==> config.mk <==
export PLATFORM = sky130hd
export DESIGN_NAME = cart_mapper_top
export DESIGN_NICKNAME = d
export VERILOG_FILES = /design/src/rtl/cart_mapper_pkg.sv /design/src/rtl/cart_mapper_ctrl.sv /design/src/rtl/cart_mapper_rtc.sv /design/src/rtl/cart_mapper_xlat.sv /design/src/rtl/cart_mapper_top.sv
export SDC_FILE = /design/constraint.sdc
export NUM_CORES = 1
export LEC_CHECK = 0
export BUFFER_PORTS_ARGS = -buffer_cell sky130_fd_sc_hd__buf_2
export CAP_MARGIN = 20
export CORE_MARGIN = 10
export CORE_UTILIZATION = 35
export DETAILED_ROUTE_END_ITERATION = 12
export GPL_TIMING_DRIVEN = 0
export PLACE_DENSITY = 0.63
export SLEW_MARGIN = 40
export SYNTH_ARGS = -nofsm -noshare
export SYNTH_HDL_FRONTEND = slang
export SYNTH_SLANG_ARGS = --single-unit
==> constraint.sdc <==
create_clock -name clk -period 4.01 [get_ports clk]
set_input_delay 0 -clock clk [delete_from_list [all_inputs] [get_ports clk]]
set_output_delay 0 -clock clk [all_outputs]
set_load 0.02 [all_outputs]
==> src/rtl/cart_mapper_pkg.sv <==
`timescale 1ns/1ps
package cart_mapper_pkg;
  localparam int ROM_OFS_W = 14;
  localparam int RAM_OFS_W = 13;
  localparam int ROM_SEL_W = 7;
  localparam int RAM_SEL_W = 2;
  localparam int CLK_REGS  = 5;
  localparam int CLK_IDX_W = 3;
  localparam int BYTE_W    = 8;
  localparam int RAM_AW    = RAM_SEL_W + RAM_OFS_W;

  // control-to-datapath strobes for the clock registers
  typedef struct packed {
    logic                 clkWr;
    logic [CLK_IDX_W-1:0] clkSel;
    logic                 latchSet;
    logic                 latchClr;
    logic [BYTE_W-1:0]    wrData;
  } clkStrobe_t;
endpackage

==> src/rtl/cart_mapper_ctrl.sv <==
`timescale 1ns/1ps
module cart_mapper_ctrl
  import cart_mapper_pkg::*;
(
  input  logic                 clk,
  input  logic                 rstN,
  input  logic                 busWr,
  input  logic [15:0]          busAddr,
  input  logic [BYTE_W-1:0]    busWrData,
  output clkStrobe_t           strobe,
  output logic [ROM_SEL_W-1:0] romBankQ,
  output logic [RAM_SEL_W-1:0] ramBankQ,
  output logic                 ramEnQ,
  output logic                 clkModeQ,
  output logic [CLK_IDX_W-1:0] clkIdxQ
);
  localparam logic [BYTE_W-1:0] ENABLE_KEY = 8'h0A;
  localparam logic [BYTE_W-1:0] CLK_FIRST  = 8'h08;
  localparam logic [BYTE_W-1:0] CLK_LAST   = 8'h0C;

  logic [2:0]        region;
  logic [BYTE_W-1:0] selOff;
  logic              isClkSel;

  assign region   = busAddr[15:13];
  assign selOff   = busWrData - CLK_FIRST;
  assign isClkSel = (busWrData >= CLK_FIRST) && (busWrData <= CLK_LAST);

  always_ff @(posedge clk) begin
    if (!rstN) begin
      romBankQ <= ROM_SEL_W'(1);
      ramBankQ <= '0;
      ramEnQ   <= 1'b0;
      clkModeQ <= 1'b0;
      clkIdxQ  <= '0;
    end else if (busWr) begin
      case (region)
        3'd0: ramEnQ <= (busWrData == ENABLE_KEY);
        3'd1: romBankQ <= (busWrData[ROM_SEL_W-1:0] == '0) ? ROM_SEL_W'(1)
                                                           : busWrData[ROM_SEL_W-1:0];
        3'd2: begin
          if (isClkSel) begin
            clkModeQ <= 1'b1;
            clkIdxQ  <= selOff[CLK_IDX_W-1:0];
          end else begin
            clkModeQ <= 1'b0;
            ramBankQ <= busWrData[RAM_SEL_W-1:0];
          end
        end
        default: ;
      endcase
    end
  end

  always_comb begin
    strobe.clkWr    = busWr && (region == 3'd5) && clkModeQ;
    strobe.clkSel   = clkIdxQ;
    strobe.latchSet = busWr && (region == 3'd3) && busWrData[0];
    strobe.latchClr = busWr && (region == 3'd3) && !busWrData[0];
    strobe.wrData   = busWrData;
  end
endmodule

==> src/rtl/cart_mapper_rtc.sv <==
`timescale 1ns/1ps
module cart_mapper_rtc
  import cart_mapper_pkg::*;
(
  input  logic                 clk,
  input  logic                 rstN,
  input  logic                 tick1Hz,
  input  clkStrobe_t           strobe,
  input  logic [CLK_IDX_W-1:0] rdSel,
  output logic [BYTE_W-1:0]    rdByte,
  output logic                 latchedQ,
  output logic                 ovfQ
);
  localparam logic [BYTE_W-1:0] SEC_LAST  = 8'd59;
  localparam logic [BYTE_W-1:0] MIN_LAST  = 8'd59;
  localparam logic [BYTE_W-1:0] HOUR_LAST = 8'd23;
  localparam int DAY_W = BYTE_W + 1;

  logic [BYTE_W-1:0] secQ, minQ, hourQ, dayLoQ;
  logic              day8Q, haltQ;
  logic [BYTE_W-1:0] liveByte  [CLK_REGS];
  logic [BYTE_W-1:0] latchByte [CLK_REGS];
  logic [DAY_W-1:0]  dayCnt, dayNext;
  logic secRoll, minRoll, hourRoll, dayRoll, advance;

  assign dayCnt   = {day8Q, dayLoQ};
  assign dayNext  = dayCnt + DAY_W'(1);
  assign secRoll  = secQ  >= SEC_LAST;
  assign minRoll  = minQ  >= MIN_LAST;
  assign hourRoll = hourQ >= HOUR_LAST;
  assign dayRoll  = dayCnt == {DAY_W{1'b1}};
  assign advance  = tick1Hz && !haltQ && !strobe.clkWr;

  always_comb begin
    liveByte[0] = secQ;
    liveByte[1] = minQ;
    liveByte[2] = hourQ;
    liveByte[3] = dayLoQ;
    liveByte[4] = {ovfQ, haltQ, 5'b0, day8Q};
  end

  always_comb begin
    rdByte = '0;
    for (int i = 0; i < CLK_REGS; i++)
      if (rdSel == CLK_IDX_W'(i))
        rdByte = latchedQ ? latchByte[i] : liveByte[i];
  end

  always_ff @(posedge clk) begin
    if (!rstN) begin
      secQ <= '0; minQ <= '0; hourQ <= '0; dayLoQ <= '0;
      day8Q <= 1'b0; haltQ <= 1'b0; ovfQ <= 1'b0;
    end else if (strobe.clkWr) begin
      case (strobe.clkSel)
        3'd0: secQ   <= strobe.wrData;
        3'd1: minQ   <= strobe.wrData;
        3'd2: hourQ  <= strobe.wrData;
        3'd3: dayLoQ <= strobe.wrData;
        3'd4: begin
          day8Q <= strobe.wrData[0];
          haltQ <= strobe.wrData[6];
          ovfQ  <= strobe.wrData[7];
        end
        default: ;
      endcase
    end else if (advance) begin
      secQ <= secRoll ? '0 : secQ + 8'd1;
      if (secRoll) begin
        minQ <= minRoll ? '0 : minQ + 8'd1;
        if (minRoll) begin
          hourQ <= hourRoll ? '0 : hourQ + 8'd1;
          if (hourRoll) begin
            {day8Q, dayLoQ} <= dayNext;
            if (dayRoll) ovfQ <= 1'b1;
          end
        end
      end
    end
  end

  always_ff @(posedge clk) begin
    if (!rstN) begin
      latchedQ <= 1'b0;
      for (int i = 0; i < CLK_REGS; i++) latchByte[i] <= '0;
    end else if (strobe.latchSet) begin
      latchedQ <= 1'b1;
      for (int i = 0; i < CLK_REGS; i++) latchByte[i] <= liveByte[i];
    end else if (strobe.latchClr) begin
      latchedQ <= 1'b0;
    end
  end
endmodule

==> src/rtl/cart_mapper_xlat.sv <==
`timescale 1ns/1ps
module cart_mapper_xlat
  import cart_mapper_pkg::*;
#(
  parameter int ROM_BANKS = 128,
  localparam int ROM_AW   = $clog2(ROM_BANKS) + ROM_OFS_W
) (
  input  logic [15:0]          busAddr,
  input  logic                 busWr,
  input  logic [ROM_SEL_W-1:0] romBankQ,
  input  logic [RAM_SEL_W-1:0] ramBankQ,
  input  logic                 ramEnQ,
  input  logic                 clkModeQ,
  input  logic [BYTE_W-1:0]    clkByte,
  input  logic [BYTE_W-1:0]    romData,
  input  logic [BYTE_W-1:0]    ramData,
  output logic [ROM_AW-1:0]    romAddr,
  output logic [RAM_AW-1:0]    ramAddr,
  output logic                 ramWe,
  output logic [BYTE_W-1:0]    rdData
);
  localparam int FULL_W = ROM_SEL_W + ROM_OFS_W;

  logic [ROM_SEL_W-1:0] bankEff;
  logic [FULL_W-1:0]    romFull;
  logic                 inWindow, bankOob;

  assign bankEff  = busAddr[14] ? romBankQ : '0;
  assign romFull  = {bankEff, busAddr[ROM_OFS_W-1:0]};
  assign romAddr  = romFull[ROM_AW-1:0];
  assign ramAddr  = {ramBankQ, busAddr[RAM_OFS_W-1:0]};
  assign inWindow = busAddr[15:13] == 3'b101;
  assign bankOob  = int'(bankEff) >= ROM_BANKS;
  assign ramWe    = busWr && inWindow && ramEnQ && !clkModeQ;

  always_comb begin
    if (!busAddr[15])    rdData = bankOob ? '0 : romData;
    else if (inWindow)   rdData = clkModeQ ? clkByte : (ramEnQ ? ramData : 8'hFF);
    else                 rdData = 8'hFF;
  end
endmodule

==> src/rtl/cart_mapper_top.sv <==
`timescale 1ns/1ps
module cart_mapper_top
  import cart_mapper_pkg::*;
#(
  parameter int ROM_BANKS = 128,
  localparam int ROM_AW   = $clog2(ROM_BANKS) + ROM_OFS_W
) (
  input  logic              clk,
  input  logic              rstN,
  input  logic [15:0]       busAddr,
  input  logic              busWr,
  input  logic [7:0]        busWrData,
  input  logic              tick1Hz,
  input  logic [7:0]        romData,
  input  logic [7:0]        ramData,
  output logic [ROM_AW-1:0] romAddr,
  output logic [14:0]       ramAddr,
  output logic              ramWe,
  output logic [7:0]        rdData
);
  clkStrobe_t           strobe;
  logic [ROM_SEL_W-1:0] romBankQ;
  logic [RAM_SEL_W-1:0] ramBankQ;
  logic                 ramEnQ, clkModeQ, latchedQ, ovfQ;
  logic [CLK_IDX_W-1:0] clkIdxQ;
  logic [BYTE_W-1:0]    clkByte;

  cart_mapper_ctrl uCtrl (
    .clk(clk), .rstN(rstN), .busWr(busWr), .busAddr(busAddr),
    .busWrData(busWrData), .strobe(strobe), .romBankQ(romBankQ),
    .ramBankQ(ramBankQ), .ramEnQ(ramEnQ), .clkModeQ(clkModeQ), .clkIdxQ(clkIdxQ)
  );

  cart_mapper_rtc uRtc (
    .clk(clk), .rstN(rstN), .tick1Hz(tick1Hz), .strobe(strobe),
    .rdSel(clkIdxQ), .rdByte(clkByte), .latchedQ(latchedQ), .ovfQ(ovfQ)
  );

  cart_mapper_xlat #(.ROM_BANKS(ROM_BANKS)) uXlat (
    .busAddr(busAddr), .busWr(busWr), .romBankQ(romBankQ), .ramBankQ(ramBankQ),
    .ramEnQ(ramEnQ), .clkModeQ(clkModeQ), .clkByte(clkByte), .romData(romData),
    .ramData(ramData), .romAddr(romAddr), .ramAddr(ramAddr), .ramWe(ramWe),
    .rdData(rdData)
  );
endmodule

==> flow_summary_export.csv, run 1 <==
group,metric,value,unit
worst_setup_path,timing.rr.end,"uRtc.secQ[0]",
clocking,cts_buffers,9,
global_routing,overflow,0,
die,initial_core_util,35.5,%
timing,setup_ws,1.31,ns
synthesis,synth_nets,541,
synthesis,synth_area,4890,µm²
drt,vias,4344,
global_routing,grt_pass1_vias,4261,
layout,fillers,1364,
worst_setup_path,critPathSlowestCell,"buf_2",
worst_setup_path,crit_family,"buffers and inverters",
synthesis,ys_ff_latch,85,
timing,finClkSkew,0.00645,ns
clocking,clkLatencyLatePin,0.34,ns
die,core_area,13800,µm²
global_routing,track_usage,15.9,%
clocking,h-tree-depth,3,
layout,stdcell_count,767,
timing,finalSetupTns,0,ns
die,ios,89,
die,fp.dieW,138,µm
worst_setup_path,worstSetupStartpointType,"flip-flop",
power_and_ir_drop,combinationalPowerShare,9.1,%
synthesis,synthDistinctLibCells,67,
layout,nets,631,
power_and_ir_drop,p_switching,430,µW
synthesis,async_reset_ff_share,0,%
worst_setup_path,cp-endpoint,"rdData[0]",
worst_setup_path,reg2reg_slack,1.65,ns
timing,tightest_slew,0.711,ns
worst_setup_path,crit_path_frequent_cell,"buf_2",
timing,maxSlewViolCount,0,
layout,syn_to_final_growth,19.5,%
worst_setup_path,max_stage_delay,0.41,ns
placement,placed_cell_area,5510,µm²
worst_setup_path,reg2reg_depth,7,
power_and_ir_drop,powerDensity,323,nW/µm²
clocking,cts.sinks,85,
placement,dp.cells,746,
drt,drt_wl_total,15700,µm
timing,setup_viol,0,
clocking,post_cts_resized,0,
placement,gp_congestion,0.955,
clocking,cts_root_buf,"clkbuf_16",
timing,fin_crit,2.70,ns
worst_setup_path,crit_required,4.01,ns
power_and_ir_drop,ir_worst_vdd,0.214,mV
global_routing,antenna_found_initial,0,
layout,drive_gt1_share,26.2,%
worst_setup_path,crit_type,"flip-flop to output port",
worst_setup_path,crit_path_end_kind,"output port",
layout,num_antenna_cells,0,
layout,fin_area,5840,µm²
clocking,cts_tree,"yes",
synthesis,syn_area_per_cell,9.93,µm²
clocking,cts.clk_slew.worst_paths,0.06,ns
timing,fmax,370,MHz
run,drv_cap,0,
timing,rsz0062_at_grt,"false",
drt,via_per_inst,5.66,
drt,drc,0,
power_and_ir_drop,switching_share,22.8,%
worst_setup_path,critPathMaxFanout,10,
synthesis,synth-main-ff-cell,"dfxtp_1",
placement,preCtsSetupSlack,1.72,ns
status,status,"completed",
power_and_ir_drop,seqPwrFrac,49.1,%
power_and_ir_drop,clockPowerShare,41.9,%
worst_setup_path,arrival,2.70,ns
placement,portBuffers,73,
synthesis,yosysWarnings,0,
worst_hold_path,hold_path.class,"input port to flip-flop",
timing,finalCritPeriodShare,67.4,%
worst_setup_path,cp.depth,8,
die,die_h,138,µm
synthesis,synth_cells,492,
worst_setup_path,crit_path_cell_trace,"buf_2, buf_2, buf_2, mux2i_1, o21ai_0, a211oi_1, nor2_1, buf_2",
placement,dp_hpwl,11700,µm
global_routing,grt_max_degree,19,
synthesis,synth-edff-count,35,
drt,firstDrtPassIters,5,
power_and_ir_drop,p_int,1460,µW
drt,wire_per_inst,20.5,µm
power_and_ir_drop,p_leak,0.00218,µW
timing,max_slew_margin,52.3,%
die,die_area,19100,µm²
drt,ant_nets,0,
clocking,cts_max_path_buffers,2,
drt,drtIter0Drc,384,
worst_setup_path,crit_start,"uRtc.latchedQ",
die,fp-row-count,43,
timing,final-hold-violation-count,0,
synthesis,ys_seq_area_share,42.0,%
worst_setup_path,path_buf_inv,4,
worst_setup_path,reg2reg_from,"uRtc.secQ[0]",
global_routing,grt_pass1_wl,24400,µm
-- sequential cells by signal, summed over array words and instances (netlist names), 2 cells and up --
| register | cells |
|---|---|
| uCtrl.ramBankQ | 2 |
| uRtc.latchByte | 35 |
| uRtc.secQ | 8 |
| uCtrl.clkIdxQ | 3 |
| uRtc.minQ | 8 |
| uRtc.dayLoQ | 8 |
| uCtrl.romBankQ | 7 |
| uRtc.hourQ | 8 |
-- metal layers --
layer / GRT usage (%) / part of all wire [%]
met2: 24.9 / 46
met5: 0 / 0
met3: 2.77 / 6.7
met4: 8.21 / 3.1
met1: 20.6 / 44
-- layout by cell type, fill, tap and decap left out, drive strengths merged, types with 4 or more instances in the layout --
cell | Yosys | final
mux4 | 12 | 12
edfxtp | 35 | 35
and2 | 43 | 43
a21oi | 31 | 31
nand2 | 31 | 31
nor2 | 33 | 33
nand2b | 7 | 7
clkbuf | 15 | 30
o22ai | 6 | 6
buf | 39 | 113
nand4b | 4 | 4
nor3 | 15 | 15
mux2i | 25 | 25
a32o | 6 | 6
o21ai | 25 | 25
a211oi | 7 | 7
o211ai | 4 | 4
nand3 | 14 | 14
dfxtp | 50 | 50
dlygate4sd3 | 0 | 5
o221a | 4 | 4
o21a | 5 | 5
inv | 10 | 10
ha | 5 | 5
a31oi | 4 | 4
a311oi | 4 | 4
and3 | 5 | 5
o31a | 4 | 4
-- cell usage after synthesis, drive strengths merged (3+ instances only) --
cell	number	share of area [%]
nand4b	4	0.72
ha	5	1.3
buf	39	5.5
dfxtp	50	20
o221ai	3	0.54
o21a	5	0.77
o22ai	6	0.77
a211oi	7	1.2
mux2i	25	5.1
mux4	12	5.5
o31a	4	0.72
and2	43	5.5
inv	10	0.77
o21ai	25	2.6
nor2	33	2.5
a32o	6	1.2
o31ai	3	0.56
or3	3	0.49
o221a	4	0.92
nor2b	3	0.38
edfxtp	35	22
a21oi	31	3.2
clkbuf	15	1.2
o32ai	3	0.69
a311oi	4	1.1
a31oi	4	0.51
o211ai	4	0.61
nand3	14	1.4
a2bb2oi	3	0.67
nor3	15	1.7
nand2	31	2.4
and3	5	0.64
nand2b	7	0.90
-- cell families after synthesis --
group | count (synthesis) | share of synthesized area (%)
and+or+nand+nor | 169 | 18.7
muxes | 39 | 11.1
adders and majority gates | 5 | 1.28
buffers and inverters | 64 | 7.38
DFF | 85 | 42.0
AOI/OAI and AO/OA | 130 | 19.6
-- metrics by stage --
step / utilization [%] / hold slack, ns / total power, µW
after floorplan: - / 0.113 / 1040
after global placement: 39.8 / 0.224 / 1100
after detailed placement: 40.0 / 0.222 / 1110
after CTS: 42.4 / 0.0265 / 1900
after global routing: 42.4 / 0.0594 / 1940
final: 42.4 / 0.0256 / 1890
-- worst min-delay path, delay by kind of cell --
kind                   cells  cell delay [ns]
and+or+nand+nor            1             0.08
buffers and inverters      1             0.16
muxes                      1             0.09
-- what timing repair did --
| item | CTS | global route |
|---|---|---|
| hold endpoints to repair | 8 | 0 |
| buffers inserted | 0 | 0 |
| hold buffers | 5 | 0 |
-- worst min path at each step --
stage | start | end | slack (ns) | cells past startpoint
after floorplan | busAddr[0] | ramAddr[0] | 0.11 | 1
after global placement | busAddr[4] | romAddr[4] | 0.22 | 2
after detailed placement | busAddr[8] | romAddr[8] | 0.22 | 2
after CTS | busWrData[2] | uCtrl.romBankQ[2] | 0.03 | 3
after global routing | busWrData[4] | uCtrl.romBankQ[4] | 0.06 | 3
final | busWrData[4] | uCtrl.romBankQ[4] | 0.03 | 3
-- cell type report --
cell class | instances | area (µm²) | share of cell area (%)
buffer | 54 | 323 | 5.53
tap | 180 | 225 | 3.86
timing repair buffer | 79 | 443 | 7.59
clock inverter | 1 | 3.75 | 0.0643
inverter | 10 | 37.5 | 0.643
sequential | 85 | 2050 | 35.1
clock buffer | 15 | 278 | 4.76
multi-input combinational | 343 | 2480 | 42.4
-- power groups by stage --
stage | clock network (µW) | logic, µW | registers [µW]
2_1_floorplan | 0 | 99.9 | 941
3_3_place_gp | 0 | 160 | 943
3_5_place_dp | 0 | 167 | 943
4_1_cts | 801 | 171 | 925
5_1_grt | 834 | 183 | 926
6_report | 789 | 171 | 925
Power figures use the tool's default switching activity.
==> run 2: changes to the inputs <==
- ABC_AREA: not set -> 1
- PLACE_DENSITY: 0.63 -> 0.65
- clock period: 4.01 -> 2.35 ns (I/O delays scaled with it)
==> run 2 against run 1 <==
  * Power rose by 78%
  * Largest cell class unchanged
  * Global-route usage down 0.38 points
  * Combinational power increased by 130%
  * Clock power up 74%
  * Final area is 3.3% higher
  * Sequential power increased by 73%
  * Cell count grew 33%
  * Die area grew 3.0%
  * Clock-buffer cell count is 2 lower
==> flow_summary_export.csv, run 2 <==
group,metric,value,unit
die,ios,89,
clocking,h-tree-depth,3,
synthesis,synth_most_common_cell,"nand2_1",
synthesis,syn_area_per_cell,6.83,µm²
worst_setup_path,critPathMaxFanout,10,
worst_setup_path,crit_required,2.35,ns
worst_setup_path,crit_type,"flip-flop to output port",
global_routing,antenna_found_initial,0,
worst_setup_path,arrival,2.22,ns
timing,maxSlewViolCount,0,
synthesis,synth_area,5050,µm²
drt,drt_wl_total,15600,µm
synthesis,async_reset_ff_share,0,%
timing,fin_crit,2.22,ns
layout,fin_util,43.1,%
die,die_h,140,µm
drt,drc,0,
global_routing,track_usage,15.6,%
clocking,cts.clk_slew.worst_paths,0.06,ns
timing,setup_viol,0,
timing,finalCritPeriodShare,94.6,%
timing,final-hold-violation-count,0,
synthesis,synth-edff-count,35,
drt,ant_nets,0,
synthesis,synth_nets,789,
clocking,clkLatencyLatePin,0.34,ns
timing,tightest_slew,0.680,ns
clocking,cts.sinks,85,
run,drv_cap,0,
timing,fmax,450,MHz
placement,gp_congestion,0.896,
global_routing,grt_pass1_vias,4694,
synthesis,synth-main-ff-cell,"dfxtp_1",
synthesis,synthDistinctLibCells,33,
status,status,"completed",
layout,syn_to_final_growth,19.3,%
drt,via_per_inst,4.88,
die,initial_core_util,36.1,%
worst_setup_path,crit_path_end_kind,"output port",
drt,vias,4966,
global_routing,overflow,0,
layout,final_common_cell,"nand2_1",
synthesis,synth_cells,740,
clocking,cts_tree,"yes",
placement,placed_cell_area,5690,µm²
layout,largest-register,"uRtc.latchByte",
clocking,cts_max_path_buffers,2,
layout,mostFrequentLayoutCells,"nand2_1 (167), nor2_1 (138), o21ai_0 (86), buf_2 (82), inv_1 (81)",
worst_hold_path,hold_path.class,"input port to flip-flop",
clocking,cts_buffers,9,
synthesis,yosys-top-cells-count,"nand2_1 (167), nor2_1 (139), o21ai_0 (88), inv_1 (81), dfxtp_1 (50)",
layout,fillers,1489,
layout,drive_gt1_share,18.4,%
power_and_ir_drop,ir_worst_vdd,0.339,mV
drt,firstDrtPassIters,5,
timing,finClkSkew,0.00908,ns
timing,max_slew_margin,54.7,%
layout,num_antenna_cells,0,
clocking,cts_setup_buffers,0,
die,fp-row-count,43,
global_routing,grt_pass1_wl,24900,µm
synthesis,ys_ff_latch,85,
timing,worst_hold_slack,0.0204,ns
drt,wire_per_inst,15.3,µm
placement,portBuffers,74,
synthesis,yosysTopAreaCellShare,20.8,%
synthesis,ys_top_cells_by_area,"edfxtp_1 (21%), dfxtp_1 (20%), nand2_1 (12%)",
power_and_ir_drop,powerDensity,557,nW/µm²
die,fp.dieW,140,µm
die,die_area,19600,µm²
layout,nets,881,
worst_setup_path,worstSetupStartpointType,"flip-flop",
layout,fin_area,6030,µm²
clocking,cts_root_buf,"clkbuf_16",
power_and_ir_drop,p_leak,0.00276,µW
synthesis,yosysWarnings,0,
synthesis,ys_seq_area_share,40.6,%
timing,rsz0062_at_grt,"false",
global_routing,grt_max_degree,16,
die,core_area,14000,µm²
drt,drtIter0Drc,491,
synthesis,yosys.area.top_type,"edfxtp_1",
layout,largest_reg_flops,35,
placement,dp_hpwl,12100,µm
-- run 2: cell count changes in the layout (fill, tap and decap cells not counted), sizes merged, moves of 10 or more --
| cell | previous run | this run |
|---|---|---|
| and2 | 43 | 0 |
| inv | 10 | 85 |
| mux2i | 25 | 0 |
| mux4 | 12 | 0 |
| nand2 | 31 | 171 |
| nand3 | 14 | 41 |
| nor2 | 33 | 142 |
| nor3 | 15 | 5 |
| o21ai | 25 | 92 |
-- run 2: logic make-up (layout without fill, tap and decap cells) --
logic type / count (synthesis) / count (layout) / share of synthesized area, %
AOI/OAI and AO/OA: 138 / 138 / 14.2
xor gates and xnor gates: 6 / 6 / 1.04
adders and majority gates: 5 / 5 / 1.24
buffers and inverters: 139 / 236 / 12.9
DFF: 85 / 85 / 40.6
and+or+nand+nor: 367 / 367 / 30.0
-- run 2: where the power goes --
part           switching, µW  internal, µW
Combinational            247           141
Sequential              23.7          1580
Clock                    584           787
Total                    854          2500
-- run 2: layout make-up --
cell class | instances | area [µm²] | area share (%)
buffer | 52 | 328 | 5.43
clock buffer | 13 | 264 | 4.38
clock inverter | 3 | 20.0 | 0.332
inverter | 87 | 330 | 5.48
multi-input combinational | 516 | 2370 | 39.2
sequential | 85 | 2050 | 34.0
tap | 180 | 225 | 3.73
timing repair buffer | 81 | 447 | 7.41
-- run 2: worst paths after layout --
| kind | slack [ns] | startpoint | to | cells after the start |
|---|---|---|---|---|
| setup reg to reg | 0.45 | uRtc.secQ[0] | uRtc.hourQ[2] | 11 |
| hold reg to reg | 0.47 | uCtrl.romBankQ[0] | uCtrl.romBankQ[0] | 2 |
| hold / removal | 0.02 | busWrData[2] | uCtrl.romBankQ[2] | 3 |
| setup / recovery | 0.13 | uCtrl.clkModeQ | rdData[7] | 6 |
-- run 2: timing repair --
item | in CTS | in global routing
resized for setup | 0 | 10
setup endpoints to repair | 0 | 8
endpoints found under the hold margin | 5 | 0
hold buffers | 5 | 0
-- run 2: per-stage QoR --
stage,instances,power (µW),setup slack (ns),setup TNS [ns]
3_3_place_gp,994,2000,-0.409,-14.24
2_1_floorplan,740,1870,0.367,0
5_1_grt,1017,3480,0.00236,0
6_report,1017,3360,0.127,0
3_5_place_dp,996,2010,0.241,0
4_1_cts,1017,3370,0.00785,0
-- run 2: critical path, stage by stage, from the launching register on --
cell	delay [ns]
dfxtp_1	0.53
clkbuf_1	0.47
inv_1	0.18
a21oi_1	0.23
o21ai_0	0.15
a21oi_1	0.14
buf_2	0.18
-- run 2: layer usage --
layer  global-route usage [%]  vias up  part of all wire [%]
met5                        0        -                     0
met4                     4.40        0                   1.7
met3                     3.89       21                   9.8
met2                     24.1      206                    43
met1                     20.8     2204                    45
li1                         -     2535                     -
